## config.mk

```make
export PLATFORM = sky130hd
export DESIGN_NAME = serial_reg_port
export DESIGN_NICKNAME = d
export VERILOG_FILES = /design/src/rtl/srp_pkg.sv /design/src/rtl/srp_sync.sv /design/src/rtl/srp_frame.sv /design/src/rtl/srp_regfile.sv /design/src/rtl/serial_reg_port.sv
export SDC_FILE = /design/constraint.sdc
export NUM_CORES = 1
export LEC_CHECK = 0
export BUFFER_PORTS_ARGS = -buffer_cell sky130_fd_sc_hd__buf_2
export CAP_MARGIN = 20
export CELL_PAD_IN_SITES_DETAIL_PLACEMENT = 1
export CELL_PAD_IN_SITES_GLOBAL_PLACEMENT = 2
export CORE_ASPECT_RATIO = 0.5
export CORE_MARGIN = 5
export CORE_UTILIZATION = 38
export CTS_CLUSTER_DIAMETER = 120
export DETAILED_ROUTE_END_ITERATION = 8
export PLACE_DENSITY = 0.84
export SYNTH_ARGS = -nofsm -noshare
export SYNTH_HDL_FRONTEND = slang
export SYNTH_HIERARCHICAL = 1
export SYNTH_SLANG_ARGS = --single-unit
```

## constraint.sdc

```tcl
create_clock -name clk_i -period 2.7 [get_ports clk_i]
set_input_delay 0.405 -clock clk_i [delete_from_list [all_inputs] [get_ports clk_i]]
set_output_delay 0.405 -clock clk_i [all_outputs]
set_load 0.01 [all_outputs]
```

## src/rtl/srp_pkg.sv

```systemverilog
package srp_pkg;
  localparam int unsigned BYTE_W   = 8;
  localparam int unsigned LOCK_BIT = 1;
  typedef enum logic [1:0] {
    SEL_GAIN_L = 2'd0,
    SEL_GAIN_R = 2'd1,
    SEL_TEST   = 2'd2,
    SEL_NONE   = 2'd3
  } reg_sel_e;
endpackage

```

## src/rtl/srp_sync.sv

```systemverilog
module srp_sync #(
  parameter int unsigned W       = 1,
  parameter int unsigned STAGES  = 2,
  parameter logic [W-1:0] RST_VAL = '0
) (
  input  logic         clk_i,
  input  logic         rst_ni,
  input  logic [W-1:0] d_i,
  output logic [W-1:0] q_o
);
  logic [W-1:0] stg_q [STAGES];

  always_ff @(posedge clk_i or negedge rst_ni) begin
    if (!rst_ni) begin
      for (int i = 0; i < int'(STAGES); i++) stg_q[i] <= RST_VAL;
    end else begin
      stg_q[0] <= d_i;
      for (int i = 1; i < int'(STAGES); i++) stg_q[i] <= stg_q[i-1];
    end
  end

  assign q_o = stg_q[STAGES-1];
endmodule

```

## src/rtl/srp_frame.sv

```systemverilog
module srp_frame #(
  parameter int unsigned BYTE_W = 8
) (
  input  logic              clk_i,
  input  logic              rst_ni,
  input  logic              cs_n_s_i,
  input  logic              sclk_s_i,
  input  logic              din_s_i,
  input  logic [BYTE_W-1:0] rd_data_i,
  output logic              done_o,
  output logic [BYTE_W-1:0] addr_o,
  output logic [BYTE_W-1:0] data_o,
  output logic              dout_o,
  output logic              oe_o
);
  localparam int unsigned FRAME = 2 * BYTE_W;
  localparam int unsigned CNT_W = $clog2(2 * FRAME + 1);
  localparam logic [CNT_W-1:0] CNT_MAX  = CNT_W'(2 * FRAME);
  localparam logic [CNT_W-1:0] CNT_LAST = CNT_W'(FRAME - 1);

  logic              sclk_q;
  logic              rise, fall;
  logic [CNT_W-1:0]  cnt_q;
  logic [FRAME-1:0]  sh_q, sh_nxt;
  logic [BYTE_W-1:0] tx_q;
  logic              rd_act_q, dout_q;

  assign rise   = ~cs_n_s_i & sclk_s_i & ~sclk_q;
  assign fall   = ~cs_n_s_i & ~sclk_s_i & sclk_q;
  assign sh_nxt = {sh_q[FRAME-2:0], din_s_i};
  assign done_o = rise && (cnt_q == CNT_LAST);
  assign addr_o = sh_nxt[FRAME-1:BYTE_W];
  assign data_o = sh_nxt[BYTE_W-1:0];

  always_ff @(posedge clk_i or negedge rst_ni) begin
    if (!rst_ni) sclk_q <= 1'b0;
    else         sclk_q <= sclk_s_i;
  end

  always_ff @(posedge clk_i or negedge rst_ni) begin
    if (!rst_ni) begin
      cnt_q    <= '0;
      sh_q     <= '0;
      tx_q     <= '0;
      rd_act_q <= 1'b0;
      dout_q   <= 1'b0;
    end else if (cs_n_s_i) begin
      cnt_q    <= '0;
      sh_q     <= '0;
      tx_q     <= '0;
      rd_act_q <= 1'b0;
      dout_q   <= 1'b0;
    end else begin
      if (rise && cnt_q < CNT_MAX) begin
        sh_q  <= sh_nxt;
        cnt_q <= cnt_q + 1'b1;
      end
      if (done_o && addr_o[BYTE_W-1]) begin
        tx_q     <= rd_data_i;
        rd_act_q <= 1'b1;
      end
      if (fall && rd_act_q) begin
        dout_q <= tx_q[BYTE_W-1];
        tx_q   <= {tx_q[BYTE_W-2:0], 1'b0};
      end
    end
  end

  assign dout_o = dout_q;
  assign oe_o   = rd_act_q;

  assert_cnt_bound_R10: assert property (@(posedge clk_i) disable iff (!rst_ni)
    cnt_q <= CNT_MAX);
  assert_cnt_clear_R5: assert property (@(posedge clk_i) disable iff (!rst_ni)
    cs_n_s_i |=> cnt_q == '0);
  assert_oe_idle_R7: assert property (@(posedge clk_i) disable iff (!rst_ni)
    cs_n_s_i |=> !oe_o);
  assert_single_done_R2: assert property (@(posedge clk_i) disable iff (!rst_ni)
    done_o |=> !done_o);
endmodule

```

## src/rtl/srp_regfile.sv

```systemverilog
module srp_regfile
  import srp_pkg::*;
(
  input  logic              clk_i,
  input  logic              rst_ni,
  input  logic              done_i,
  input  logic [BYTE_W-1:0] addr_i,
  input  logic [BYTE_W-1:0] data_i,
  output logic [BYTE_W-1:0] rd_data_o,
  output logic [BYTE_W-1:0] gain_l_o,
  output logic [BYTE_W-1:0] gain_r_o,
  output logic [BYTE_W-1:0] test_o,
  output logic              wr_stb_o
);
  logic [BYTE_W-1:0] gain_l_q, gain_r_q, test_q;
  logic              stb_q, wr_req, accept, locked;
  reg_sel_e          sel;

  assign wr_req = done_i & ~addr_i[BYTE_W-1];
  assign locked = test_q[LOCK_BIT];

  always_comb begin
    if (addr_i[BYTE_W-2:2] != '0) sel = SEL_NONE;
    else                          sel = reg_sel_e'(addr_i[1:0]);
  end

  always_comb begin
    unique case (sel)
      SEL_GAIN_L, SEL_GAIN_R: accept = ~locked;
      SEL_TEST:               accept = 1'b1;
      default:                accept = 1'b0;
    endcase
  end

  always_comb begin
    unique case (sel)
      SEL_GAIN_L: rd_data_o = gain_l_q;
      SEL_GAIN_R: rd_data_o = gain_r_q;
      SEL_TEST:   rd_data_o = test_q;
      default:    rd_data_o = '0;
    endcase
  end

  always_ff @(posedge clk_i or negedge rst_ni) begin
    if (!rst_ni) begin
      gain_l_q <= '0;
      gain_r_q <= '0;
      test_q   <= '0;
      stb_q    <= 1'b0;
    end else begin
      stb_q <= wr_req & accept;
      if (wr_req && accept) begin
        unique case (sel)
          SEL_GAIN_L: gain_l_q <= data_i;
          SEL_GAIN_R: gain_r_q <= data_i;
          SEL_TEST:   test_q   <= data_i;
          default:    ;
        endcase
      end
    end
  end

  assign gain_l_o = gain_l_q;
  assign gain_r_o = gain_r_q;
  assign test_o   = test_q;
  assign wr_stb_o = stb_q;

  assert_gain_locked_R8: assert property (@(posedge clk_i) disable iff (!rst_ni)
    locked |=> $stable(gain_l_q) && $stable(gain_r_q));
  assert_stb_pulse_R2: assert property (@(posedge clk_i) disable iff (!rst_ni)
    wr_stb_o |=> !wr_stb_o);
  assert_quiet_no_strobe_R4: assert property (@(posedge clk_i) disable iff (!rst_ni)
    !$past(done_i) |-> !wr_stb_o);
endmodule

```

## src/rtl/serial_reg_port.sv

```systemverilog
module serial_reg_port
  import srp_pkg::*;
(
  input  logic              clk_i,
  input  logic              rst_ni,
  input  logic              cs_ni,
  input  logic              sclk_i,
  input  logic              sdata_i,
  output logic              sdata_o,
  output logic              sdata_oe_o,
  output logic [BYTE_W-1:0] gain_l_o,
  output logic [BYTE_W-1:0] gain_r_o,
  output logic [BYTE_W-1:0] test_o,
  output logic              wr_stb_o
);
  logic              cs_n_s, sclk_s, din_s, done;
  logic [BYTE_W-1:0] addr, data, rd_data;

  srp_sync #(.W(3), .STAGES(2), .RST_VAL(3'b100)) u_sync (
    .clk_i (clk_i),
    .rst_ni(rst_ni),
    .d_i   ({cs_ni, sclk_i, sdata_i}),
    .q_o   ({cs_n_s, sclk_s, din_s})
  );

  srp_frame #(.BYTE_W(BYTE_W)) u_frame (
    .clk_i    (clk_i),
    .rst_ni   (rst_ni),
    .cs_n_s_i (cs_n_s),
    .sclk_s_i (sclk_s),
    .din_s_i  (din_s),
    .rd_data_i(rd_data),
    .done_o   (done),
    .addr_o   (addr),
    .data_o   (data),
    .dout_o   (sdata_o),
    .oe_o     (sdata_oe_o)
  );

  srp_regfile u_regs (
    .clk_i    (clk_i),
    .rst_ni   (rst_ni),
    .done_i   (done),
    .addr_i   (addr),
    .data_i   (data),
    .rd_data_o(rd_data),
    .gain_l_o (gain_l_o),
    .gain_r_o (gain_r_o),
    .test_o   (test_o),
    .wr_stb_o (wr_stb_o)
  );

  assert_no_drive_deselected_R7: assert property (@(posedge clk_i) disable iff (!rst_ni)
    cs_n_s && $past(cs_n_s) |-> !sdata_oe_o);
endmodule

```

After elaboration in Yosys (flattened, before gate mapping)
Cells that the tools add are included.
- add/subtract/negate cells: 1
- magnitude comparators: 1
- equality and inequality tests: 3
- multiplexer cells: 14
- bitwise logic cells: 11
- reduce and logical (&&, ||, !) cells: 15
- operators with widths (cell ; number):
    $mux 15 ; 2
    $mux 8 ; 3
    $pmux 8 s3 ; 1
    $mux 6 ; 2
    $add 6x1->6 const B ; 1
    $and 1x1->1 ; 6
    $eq 6x4->1 const B ; 1
    $lt 6x6->1 const B ; 1
    $reduce_and 2->1 ; 3
    $reduce_bool 2->1 ; 3
    $logic_and 1x1->1 ; 5
    $not 1->1 ; 5
    $reduce_bool 5->1 ; 1
    $mux 1 ; 4
    $reduce_bool 3->1 ; 1
    $eq 2x1->1 const B ; 1
    $eq 2x2->1 const B ; 1
    $logic_not 2->1 ; 1
    $mux 2 ; 1
    $pmux 1 s2 ; 1
    $reduce_or 2->1 ; 1
- register bits: 63
- bits of input ports: 5
- output and inout port bits: 27

Longest topological paths before layout
Gate-level depths: netlist of run 1.
- depth after elaboration: 8
- depth in mapped cells: 7
- depth with buffers taken out: 6

Cells and area by module
The synthesis of run 1 kept the hierarchy.
- by module, submodules not included (module ; times used ; cells each ; area each (um^2) ; sequential area each (um^2)):
    srp_frame ; 1 ; 154 ; 1440.1 ; 800.8
    srp_regfile ; 1 ; 95 ; 1256.2 ; 625.6
    srp_sync ; 1 ; 9 ; 175.2 ; 152.6

Worst setup path before layout of run 1
Ideal clock, no wire load.
- path type: flip-flop to flip-flop
- from: register u_frame.cnt_q[5]
- to: register u_regs.gain_l_q[6] (netlist: u_regs/gain_l_o[6])
- data arrival time: 2.073 ns
- required time: 2.572 ns
- path slack: 0.499 ns
- stages on the path, launching flop included: 7
- path buffers: 1
- clock period less this slack: 2.201 ns
- cells stage by stage: dfrtp_1 > nand4bb_1 > buf_2 > nor4_1 > nor4b_4 > nand4b_4 > mux2_1
- word-level cells in the longest chain between the ends: 5
- RTL lines (element ; line ; text):
    start: declaration ; srp_frame.sv:23 ; logic [CNT_W-1:0] cnt_q;
    start signal: assignment ; srp_frame.sv:56 ; cnt_q <= cnt_q + 1'b1;
    $eq 6x4->1 ; srp_frame.sv:31 ; assign done_o = rise && (cnt_q == CNT_LAST);
    $logic_and 1x1->1 ; srp_frame.sv:31 ;
    net done ; serial_reg_port.sv:16 ; logic cs_n_s, sclk_s, din_s, done;
    $and 1x1->1 ; srp_regfile.sv:19 ; assign wr_req = done_i & ~addr_i[BYTE_W-1];
    $logic_and 1x1->1 ; srp_regfile.sv:52 ; if (wr_req && accept) begin
    $reduce_and 2->1 (no line) ; - ;
    end signal: assignment ; srp_regfile.sv:54 ; SEL_GAIN_L: gain_l_q <= data_i;
    end: declaration ; srp_regfile.sv:15 ; logic [BYTE_W-1:0] gain_l_q, gain_r_q, test_q;
The timed path passes the listed nets, and every way through them passes these cells.
A chain may end at the register's enable or synchronous reset.

Worst setup path in the final report of run 1
- from: register u_frame.cnt_q[0]
- to: register u_regs.gain_l_q[6] (netlist: u_regs/gain_l_o[6])
Same word-level chain as after synthesis.

==> results list, run 1 <==
- The run finished with clean final reports.
* IO buf count: 31
* Overall routed net length: 7259 um
- Measured against its own limit, the worst slew margin works out to 0.4691.
- Clock-pin slew was measured on the worst setup and hold paths at 50 ps.
- GRT Residual Overflow: 0
- At the end of the flow, the number of nets in the layout was 298.
- For this design, the sink count on the clock tree is 63.
- Skew final: 6.632 ps
* TritonCTS clock tree: built
- Measured in cells, the most critical reg-to-reg path has a length of 6.
- Pin count of the biggest net entering global routing: 35
* Count of endpoints failing hold in the final timing report: 0
- At the worst endpoint, the arrival time is 2480 ps.
- Capture point of the worst reg-to-reg path: u_regs/gain_l_o[6]
- Achievable clock frequency: 438.8 MHz
* Leakage component of the power: around 1.6 nW
- No sink is reached through more buffers than the 2 on the longest clock path.
- Number of buffers created by CTS: 9
* CP endpoint kind: flop
- Setup slack on the worst reg-to-reg path comes out at ~420 ps.
* Cts repair resizes: 0
- For this run, design rule violations remaining after detail routing come to 0.
- In the final layout, the share of cells above drive strength 1 is 0.3176.
* Die Span X: 132.9 um
- The floorplan step defined a die boundary enclosing 0.009501 mm2.
- The first global-routing pass estimated about 12,000 um of wire.
- Synthesis produced 258 cells.
* Number of register bits inferred by synthesis: 63
* Final setup violation count: 0
- Vertical die dimension: 71.47 um
* Via count of the first global-routing pass: 2,215
* Yosys Warn Count: 6
* Worst hold path type: in -> async
* Overall global routing resource usage: 0.1673
- Worst path required time: just under 3000 ps
- The number of antenna diodes in the final layout is 0.
- Synth top area cells: dfrtp_1, mux2_2, nand2_1
- Number of buffers inserted to repair setup after CTS: 0
- Startpoint type of the worst setup path: flop
- The number of hold buffers added after CTS was 0.
- During I/O placement, the number of pins put on the boundary was 32.
* Leading cell type in the layout, fill and taps excluded: dfrtp_1
- Crit path time final: 2279 ps
- HPWL Detailed: between 4000 and 5000 um
- After synthesis the cells add up to 0.002872 mm2.
- The region available for standard cell placement spans 0.007350 mm2.
- Setup repair after global routing left no endpoint under its margin.
- The startpoint identified for the worst register-to-register timing path is u_frame/cnt_q[0].
- Number of max-slew violations in the final report: 0
- Power per unit of standard cell area: 631.7 mW/mm2
* WL/cell: 18.52 um
- Insertion delay to the later sink of the worst-skew pair: 320 ps
- CTS Root Cell: clkbuf_16
- The H-tree was split into 3 levels.
- After synthesis, the mean cell area works out to 11.13 um2.
- Site row count: 22
- Worst IR Drop VDD: 315.0 uV
* Worst hold slack across all endpoints: 165.0 ps
- The congestion estimate from routability-driven global placement came to 0.7872.
* Synthesized Nets: 264
* Area growth from synthesis to layout: 19.30%
* Antenna violation net count after detailed routing: 0
- Initial core utilization: 0.3907
* Initial antenna violation count: 0
- Via count normalized by instance count: 5.288
- TritonRoute pass-1 iters: 4
- For this run, the register share of the synthesized area comes to 0.5499.
- After synthesis, the netlist uses 36 different library cells.
- Setup total negative slack on the finished layout was measured at 0 ps.
* Actual slew at the worst max-slew pin: 796.3 ps
- Synth top area share: 0.5316
- Overall via count from detail_route: 2,073
* Leading cell types in the layout, fill and taps excluded: dfrtp_1, nand2_1, buf_2
- Number of maximum-capacitance violations: 0
- In this run the worst path has a maximum fanout of 8.
- The critical path is of the reg -> reg type.
- For this block, the initial DRC count from the detailed router was approximately 130.
- Tracing the worst setup path back leads to its startpoint at u_frame/cnt_q[0].
* Fin crit share: 0.8441
- Summed over all instances, the cell type with the most area after synthesis is dfrtp_1.
## Yosys cell counts
master	number
a211oi_1	8
a21oi_1	30
and3_2	1
and3b_1	1
buf_1	2
buf_2	4
buf_4	4
clkbuf_1	6
dfrtp_1	61
dfstp_2	2
ha_1	1
inv_1	4
mux2_1	1
mux2_2	22
mux2_4	1
mux2i_1	9
nand2_1	46
nand3b_1	1
nand4_4	1
nand4b_2	1
nand4b_4	2
nand4bb_1	1
nor2_1	10
nor2b_1	1
nor3_1	4
nor3_4	1
nor3b_2	1
nor4_1	4
nor4b_4	1
o21ai_0	4
o21bai_1	7
or2_1	1
or2_2	8
or3_1	5
or3b_1	1
xnor2_1	1
## metal layers
layer	wire length (um)	share of wire	GRT usage	up-vias
met1	3377	0.47	0.2197	1074
met5	0	0	0	-
met2	3561	0.49	0.2787	28
met4	109	0.015	0.05991	0
li1	-	-	-	962
met3	210	0.029	0.03436	9
## per-stage QoR
step | area (um2) | power (mW) | setup slack, ps | std cells | utilization
after floorplan | 2872 | 1.003 | 499.1 | 258 | -
after global placement | 3127 | 1.033 | 530.1 | 377 | 0.4254
after detailed placement | 3127 | 1.036 | 494.4 | 377 | 0.4254
after CTS | 3426 | 2.191 | 399.4 | 392 | 0.4661
after global routing | 3426 | 2.238 | 302.3 | 392 | 0.4661
final | 3426 | 2.164 | 421.0 | 392 | 0.4661
## kinds of logic (layout without fill, tap and decap cells)
kind of cell / after synthesis / after routing / synth area share
mux: 33 / 33 / 0.1268
flops: 63 / 63 / 0.5499
xor+xnor: 1 / 1 / 0.003051
buf+inv: 20 / 58 / 0.03312
compound gates: 49 / 49 / 0.09847
simple gates: 91 / 91 / 0.1843
fa+ha+maj: 1 / 1 / 0.004357
## power by group
part | leakage, nW | internal (mW) | total (mW) | switching (mW)
clock network | 0.145 | 0.757 | 1.15 | 0.389
logic | 0.553 | 0.0141 | 0.0549 | 0.0408
registers | 0.861 | 0.955 | 0.963 | 0.00775
## worst max-delay path, cell delays in order, from the launching register on
cell	delay, ps
dfrtp_1	380
ha_1	230
nand2_1	110
nor4_1	210
nor4b_4	550
nand4b_4	290
mux2_1	380
## cell type report
type | instances | area (um2)
Sequential cell | 63 | 1579
Clock buffer | 12 | 256.5
Multi-Input combinational cell | 175 | 1197
Timing Repair Buffer | 39 | 215.2
Inverter | 4 | 15.01
Clock inverter | 3 | 42.54
Fill cell | 785 | 3924
Tap cell | 96 | 120.1
## flip-flops by register name, indices dropped and copies added, names as in the netlist
register         cells
u_regs/test_o        8
u_sync/stg_q         3
u_frame/oe_o         1
u_regs/gain_l_o      8
u_frame/sclk_q       1
u_sync/q_o           3
u_frame/tx_q         8
u_regs/wr_stb_o      1
u_frame/cnt_q        6
u_frame/sh_q        15
u_frame/dout_o       1
u_regs/gain_r_o      8
## worst max path at each step
stage               slack [ps]  cells after the start                  to
global route               300                      5  u_regs/gain_l_o[6]
global placement           530                      5  u_regs/gain_l_o[6]
floorplan                  500                      6  u_regs/gain_l_o[6]
CTS                        400                      6  u_regs/gain_l_o[6]
finish                     420                      6  u_regs/gain_l_o[6]
detailed placement         490                      5  u_regs/gain_l_o[6]
Power figures use the tool's default switching activity.
==> run 2: changes to the inputs <==
clock period = 2.1 ns   (was 2.7 ns; I/O delays follow)
==> results list, run 2 (synthesis gave the netlist of run 1 again) <==
* Run status: completed
- The congestion estimate from routability-driven global placement came to between 0.7 and 0.8.
* GR met2 Demand/Resource: 0.2781
- For this run, global-route usage on met1 was measured as 0.2130.
- Antenna violation net count after detailed routing: 0
* Worst path required time: about 2300 ps
- Counting along the longest clock path gives a buffer depth of 2.
- Drt first-iter violations: just under 100
- In the final timing run, aggregate negative setup slack is 0 ps.
- Via count normalized by instance count: approximately 5.3
- Across all register-to-register paths, the minimum setup slack is between 70 and 80 ps.
* IO buf count: 31
- Via count of the first global-routing pass: 2,306
- Fin crit share: 0.9664
- The first TritonRoute pass finished after 4 iterations.
- Max incr delay on CP: about 410 ps
- Total number of clock tree sinks: 63
- In the global route stage, overall resource usage came out at 0.1666.
* Overall via count from detail_route: 2,108
- The filler cells instantiated in the layout total 795.
- Buffers inserted during clock tree synthesis total 9.
- TritonCTS built the clock tree.
- First-pass GRT wire length: 12,380 um
- Summing all flip-flop and latch instances after layout gives about 0.0016 mm2.
* Remaining max-slew budget at the tightest pin: 0.6633
- The worst register-to-register path has a depth of 6.
- Crit path time final: 2030 ps
* Worst IR Drop VDD: between 400 and 500 uV
* Initial core utilization: 0.3907
- Across the run, the number of max-cap violations was 0.
- Summing internal, switching and leakage power gives 2.922 mW.
* Achievable clock frequency: 492.7 MHz
* Antenna cells: 0
- For this design, the slowest cell found on the critical path is dfrtp_2.
- Overall routed net length: 7282 um
- Worst hold path type: in -> reg
* Startpoint of the worst register-to-register path: u_frame/sclk_q
* Start point of the worst hold path: cs_ni
- Once layout is complete, the utilization of the core stands at 0.4830.
* Leakage component of the power: 1.607 nW
- Summing all multi-input logic gate instances after layout gives between 0.001 and 0.0015 mm2.
- Capture point of the worst reg-to-reg path: u_regs/gain_l_o[6]
* GRT Residual Overflow: 0
* Met3 track utilization from global routing: 0.04488
- Final standard cell count with taps included and fillers excluded: 400
- Final setup violation count: 0
- Number of max-slew violations in the final report: 0
- Leading cell types in the layout, fill and taps excluded: dfrtp_1, nand2_1, buf_2
- met2 is the most crowded layer.
* Number of instances in the placed design: 380
- Area enclosed by the die boundary: 0.009501 mm2
- Summed over all nets, the half-perimeter wirelength after detailed placement is approximately 5000 um.
- The core region is about 0.0073 mm2.
- Ordered cell list for the critical path: nand4bb_4 > nor4_4 > nor4b_4 > buf_6 > nand4b_4 > mux2_4
* Largest driver fanout on the critical path: 8
- After clock tree synthesis, the clock-pin slew on the worst setup and hold paths is around 50 ps.
* Setup repair after global routing missed its margin: no
* Leading cell type in the layout, fill and taps excluded: dfrtp_1
- For hold timing, the worst endpoint is u_sync/stg_q[5].
- From synthesis to final layout, the design area changed by 23.62%.
* Power per unit of standard cell area: 823.1 mW/mm2
- CTS placed an instance of clkbuf_16 at the clock tree root.
* Critical setup path kind: reg -> reg
* Initial antenna violation count: 0
* CP endpoint kind: flop
- 32 I/O pins were placed.
* Count of endpoints failing hold in the final timing report: 0
- After detailed routing, the number of remaining DRC violations is 0.
* Number of nets in the layout: 305
* Site row count: 22
- At the later pin of the worst-skew pair, clock insertion delay measures 330 ps.
- Worst hold path depth: 1
- Vertical die dimension: 71.47 um
* Die Span X: roughly 130 um
* Share of final-layout standard cells stronger than drive strength 1: 0.3454
- WL/cell: 18.21 um
* Actual slew at the worst max-slew pin: 505.0 ps
- Entering global routing, the biggest net connects 40 pins.
- The clock tree synthesis step divided the H-tree into 3 levels.
- Data on the critical path arrives at its endpoint at between 2000 and 2500 ps.
* Skew final: just over 6 ps
- Counting flops per register, the top entry is u_frame/sh_q.
* Startpoint type of the worst setup path: flop
* Max reg flops: 15
[run 2: cell count changes in the layout (fill, tap and decap cells not counted), sizes merged]
cell / change
buf: +6
bufinv: +1
clkbuf: +1
clkinvlp: -1
dlygate4sd3: +1
[run 2: worst max-delay path by stage]
stage,from,end,slack (ps),cells past startpoint
after global placement,u_frame/cnt_q[0],u_regs/gain_l_o[6],100,7
after detailed placement,u_frame/cnt_q[0],u_regs/gain_l_o[6],-50,7
after global routing,u_frame/sclk_q,u_regs/gain_l_o[6],20,6
after floorplan,u_frame/sclk_q,u_regs/gain_r_o[6],50,6
after CTS,u_frame/sclk_q,u_regs/gain_l_o[6],4,6
final,u_frame/sclk_q,u_regs/gain_l_o[6],70,6
[run 2: through the flow]
stage	hold slack, ps	setup WS, ps	cell area (um2)
floorplan	19.41	49.82	2900
global placement	320.3	99.41	3172
detailed placement	337.0	-53.48	3172
CTS	76.78	4.051	3521
global route	79.80	15.58	3550
finish	87.59	70.48	3550
[run 2: area by class of cell]
cell class / instances / area share
multi-input combinational: 175 / 0.3479
tap: 96 / 0.03384
clock buffer: 13 / 0.07332
clock inverter: 3 / 0.01833
inverter: 4 / 0.004230
timing repair buffer: 46 / 0.07719
sequential: 63 / 0.4452
[run 2: routing by layer]
| metal | part of all wire | vias to the layer above | wire [um] |
|---|---|---|---|
| met5 | 0 | - | 0 |
| met4 | 0.012 | 0 | 87 |
| met3 | 0.039 | 8 | 281 |
| met2 | 0.49 | 33 | 3570 |
| met1 | 0.46 | 1087 | 3343 |
| li1 | - | 980 | - |
[run 2: critical path: cells and delay by family, from the launching register on]
| family | cells | cell delay (ps) |
|---|---|---|
| buf+inv | 1 | 170 |
| flops | 1 | 410 |
| mux | 1 | 360 |
| simple gates | 4 | 960 |
[run 2: report_power, final]
part	internal (mW)	switching [mW]	leakage [nW]
Clock	1.10	0.502	0.160
Combinational	0.0256	0.0541	0.588
Sequential	1.23	0.0106	0.860
[run 2: what timing repair did]
action                                  in CTS  in global routing
pin swaps                                    2                  0
endpoints found under the setup margin      18                 16
hold endpoints to repair                    24                  0
hold buffers                                 1                  0
resized for setup                            2                  3
setup buffers                                1                  2
==> run 3: changes to the inputs <==
CORE_UTILIZATION = 30   (was 38)
PLACE_DENSITY = 0.7   (was 0.84)
RECOVER_POWER = 50   (was default)
==> results list, run 3 (synthesis gave the netlist of run 1 again) <==
- After detailed routing, the average wire length per cell comes to roughly 17 um.
- At the pin with the least slew margin, the transition time is 1574 ps.
- After filler insertion, the fill cell instance count of the layout stands at 1,065.
- Number of nets in the layout: 307
- Ranked by flip-flop count, first place goes to u_frame/sh_q.
* Hold-fix buffer count after cts: 0
* Die Span X: 148.4 um
* HPWL Detailed: between 4000 and 5000 um
- Maximum number of buffers from clock root to sink: 2
* GRT Residual Overflow: 0
* Start point of the worst hold path: cs_ni
* Vertical die dimension: 79.18 um
- CP endpoint kind: flop
* Crit path time final: 1985 ps
- Achievable clock frequency: 503.8 MHz
* TritonCTS clock tree: built
* Number of buffers created by CTS: 9
- Power per unit of standard cell area: just over 800 mW/mm2
- Startpoint of the worst register-to-register path: u_frame/sclk_q
- The number of placed instances, taps included, is 407.
* Skew final: 7.115 ps
- Compared with the post-synthesis result, the final layout area differs by 24.31%.
- Remaining max-slew budget at the tightest pin: -0.04917
- The number of cells on the worst reg-to-reg path is 6.
- Overall via count from detail_route: between 2,000 and 2,500
- CTS Root Cell: clkbuf_16
* Via count of the first global-routing pass: 2,245
- Initial antenna violation count: 0
* Setup repair after global routing missed its margin: no
- The H-tree was split into 3 levels.
- Violations in the final reports: max-capacitance violations, max-slew violations
* TritonRoute pass-1 iters: 4
* Run status: finished with violations
- Fin crit share: 0.9453
- Total number of clock tree sinks: 63
* Count of endpoints failing hold in the final timing report: 0
- Area of the core: 0.009384 mm2
* Area enclosed by the die boundary: 0.01175 mm2
* Worst hold path depth: 1
- The number of antenna diodes in the final layout is 0.
- Leaving out fill and tap cells, the most frequent cells in the layout are dfrtp_1, nand2_1, a21oi_1.
* Worst hold path type: in -> reg
- Leaving out fill and tap cells, the most frequent cell in the layout is dfrtp_1.
- Setup violations remaining at the end of the flow were counted as 0.
- The number of pins with negative max-slew slack in the final report is 64.
- After clock tree synthesis, the clock-pin slew on the worst setup and hold paths is 50 ps.
* Insertion delay to the later sink of the worst-skew pair: between 300 and 400 ps
- Antenna violation net count after detailed routing: 0
* Largest driver fanout on the critical path: 8
- After detailed routing, the number of remaining DRC violations is 0.
- STA classifies the critical path startpoint as a flop.
- Overall routed net length: ~7300 um
- Routability-driven placement finished with a final weighted congestion of 0.7436.
* Worst Hold Endpoint: u_sync/stg_q[5]
- The first global-routing pass estimated 12,140 um of wire.
- IO buf count: 31
- The register with the most flip-flops in the layout has 15 of them.
* Final standard cell count with taps included and fillers excluded: roughly 430
* Setup TNS: 0 ps
* CP arrival: 2190 ps
- Pin count of the biggest net entering global routing: 64
* Worst IR Drop VDD: 416.6 uV
- The critical path is of the reg -> reg type.
* Drt first-iter violations: 69
- Via count normalized by instance count: between 4 and 5
- Initial core utilization: 0.3060
- Share of final-layout standard cells stronger than drive strength 1: 0.3279
* Worst path required time: 2300 ps
- Setup slack, reg-to-reg: 110 ps
- Max-cap violations in this run came to 1.
* Overall global routing resource usage: 0.1332
- Pin placement for this block handled 32 I/O pins.
* Site row count: 25
- Leakage component of the power: 1.590 nW
- Capture point of the worst reg-to-reg path: u_regs/test_o[0]
-- run 3: worst max-delay path, stage by stage, from the launching register on --
cell,delay (ps)
dfrtp_1,410
nand4bb_4,230
nor4_4,210
nor4b_4,240
buf_6,170
nand4b_4,230
mux2_4,360
-- run 3: worst max-delay path by stage --
stage                    endpoint             start  slack (ps)
2_1_floorplan  u_regs/gain_r_o[6]    u_frame/sclk_q          50
3_3_place_gp   u_regs/gain_l_o[6]  u_frame/cnt_q[0]         130
3_5_place_dp     u_regs/test_o[0]  u_frame/cnt_q[0]         100
4_1_cts          u_regs/test_o[7]  u_frame/cnt_q[0]          80
5_1_grt          u_regs/test_o[0]    u_frame/sclk_q           6
6_report         u_regs/test_o[0]    u_frame/sclk_q         110
-- run 3: layout make-up --
| cell class | instances | area (um2) | share of cell area |
|---|---|---|---|
| multi-input cells | 175 | 1235 | 0.3460 |
| inverters | 4 | 15.01 | 0.004206 |
| flip-flops and latches | 63 | 1579 | 0.4423 |
| repair buffers | 48 | 276.5 | 0.07746 |
| clock buffers | 11 | 242.7 | 0.06800 |
| well taps | 121 | 151.4 | 0.04241 |
| clock inverters | 4 | 70.07 | 0.01963 |
-- run 3: repair_timing --
action,4_1_cts,5_1_grt
resized for setup,0,4
setup buffers,0,4
endpoints found under the setup margin,0,19
-- run 3: layer usage --
layer  vias to the layer above  GRT usage  wire length (um)
met5                         -          0                 0
met4                         0    0.04424                68
met3                         9    0.03763               232
met2                        23     0.2246              3577
met1                      1070     0.1661              3444
li1                        980          -                 -
-- run 3: stage by stage --
step / hold WS [ps] / utilization / cell area, um2 / worst slack, ps / power, mW
detailed placement: 340.3 / 0.3443 / 3231 / 103.6 / 1.335
finish: 89.17 / 0.3804 / 3570 / 115.0 / 2.870
global route: 69.07 / 0.3804 / 3570 / 6.187 / 2.977
CTS: 7.587 / 0.3776 / 3543 / 76.19 / 2.911
floorplan: 19.41 / - / 2900 / 49.82 / 1.291
global placement: 334.6 / 0.3443 / 3231 / 134.2 / 1.333
-- run 3: report_power, final --
part | total, mW | internal, mW | switching (mW)
logic | 0.0757 | 0.0221 | 0.0535
clock network | 1.56 | 1.06 | 0.497
registers | 1.24 | 1.23 | 0.0107
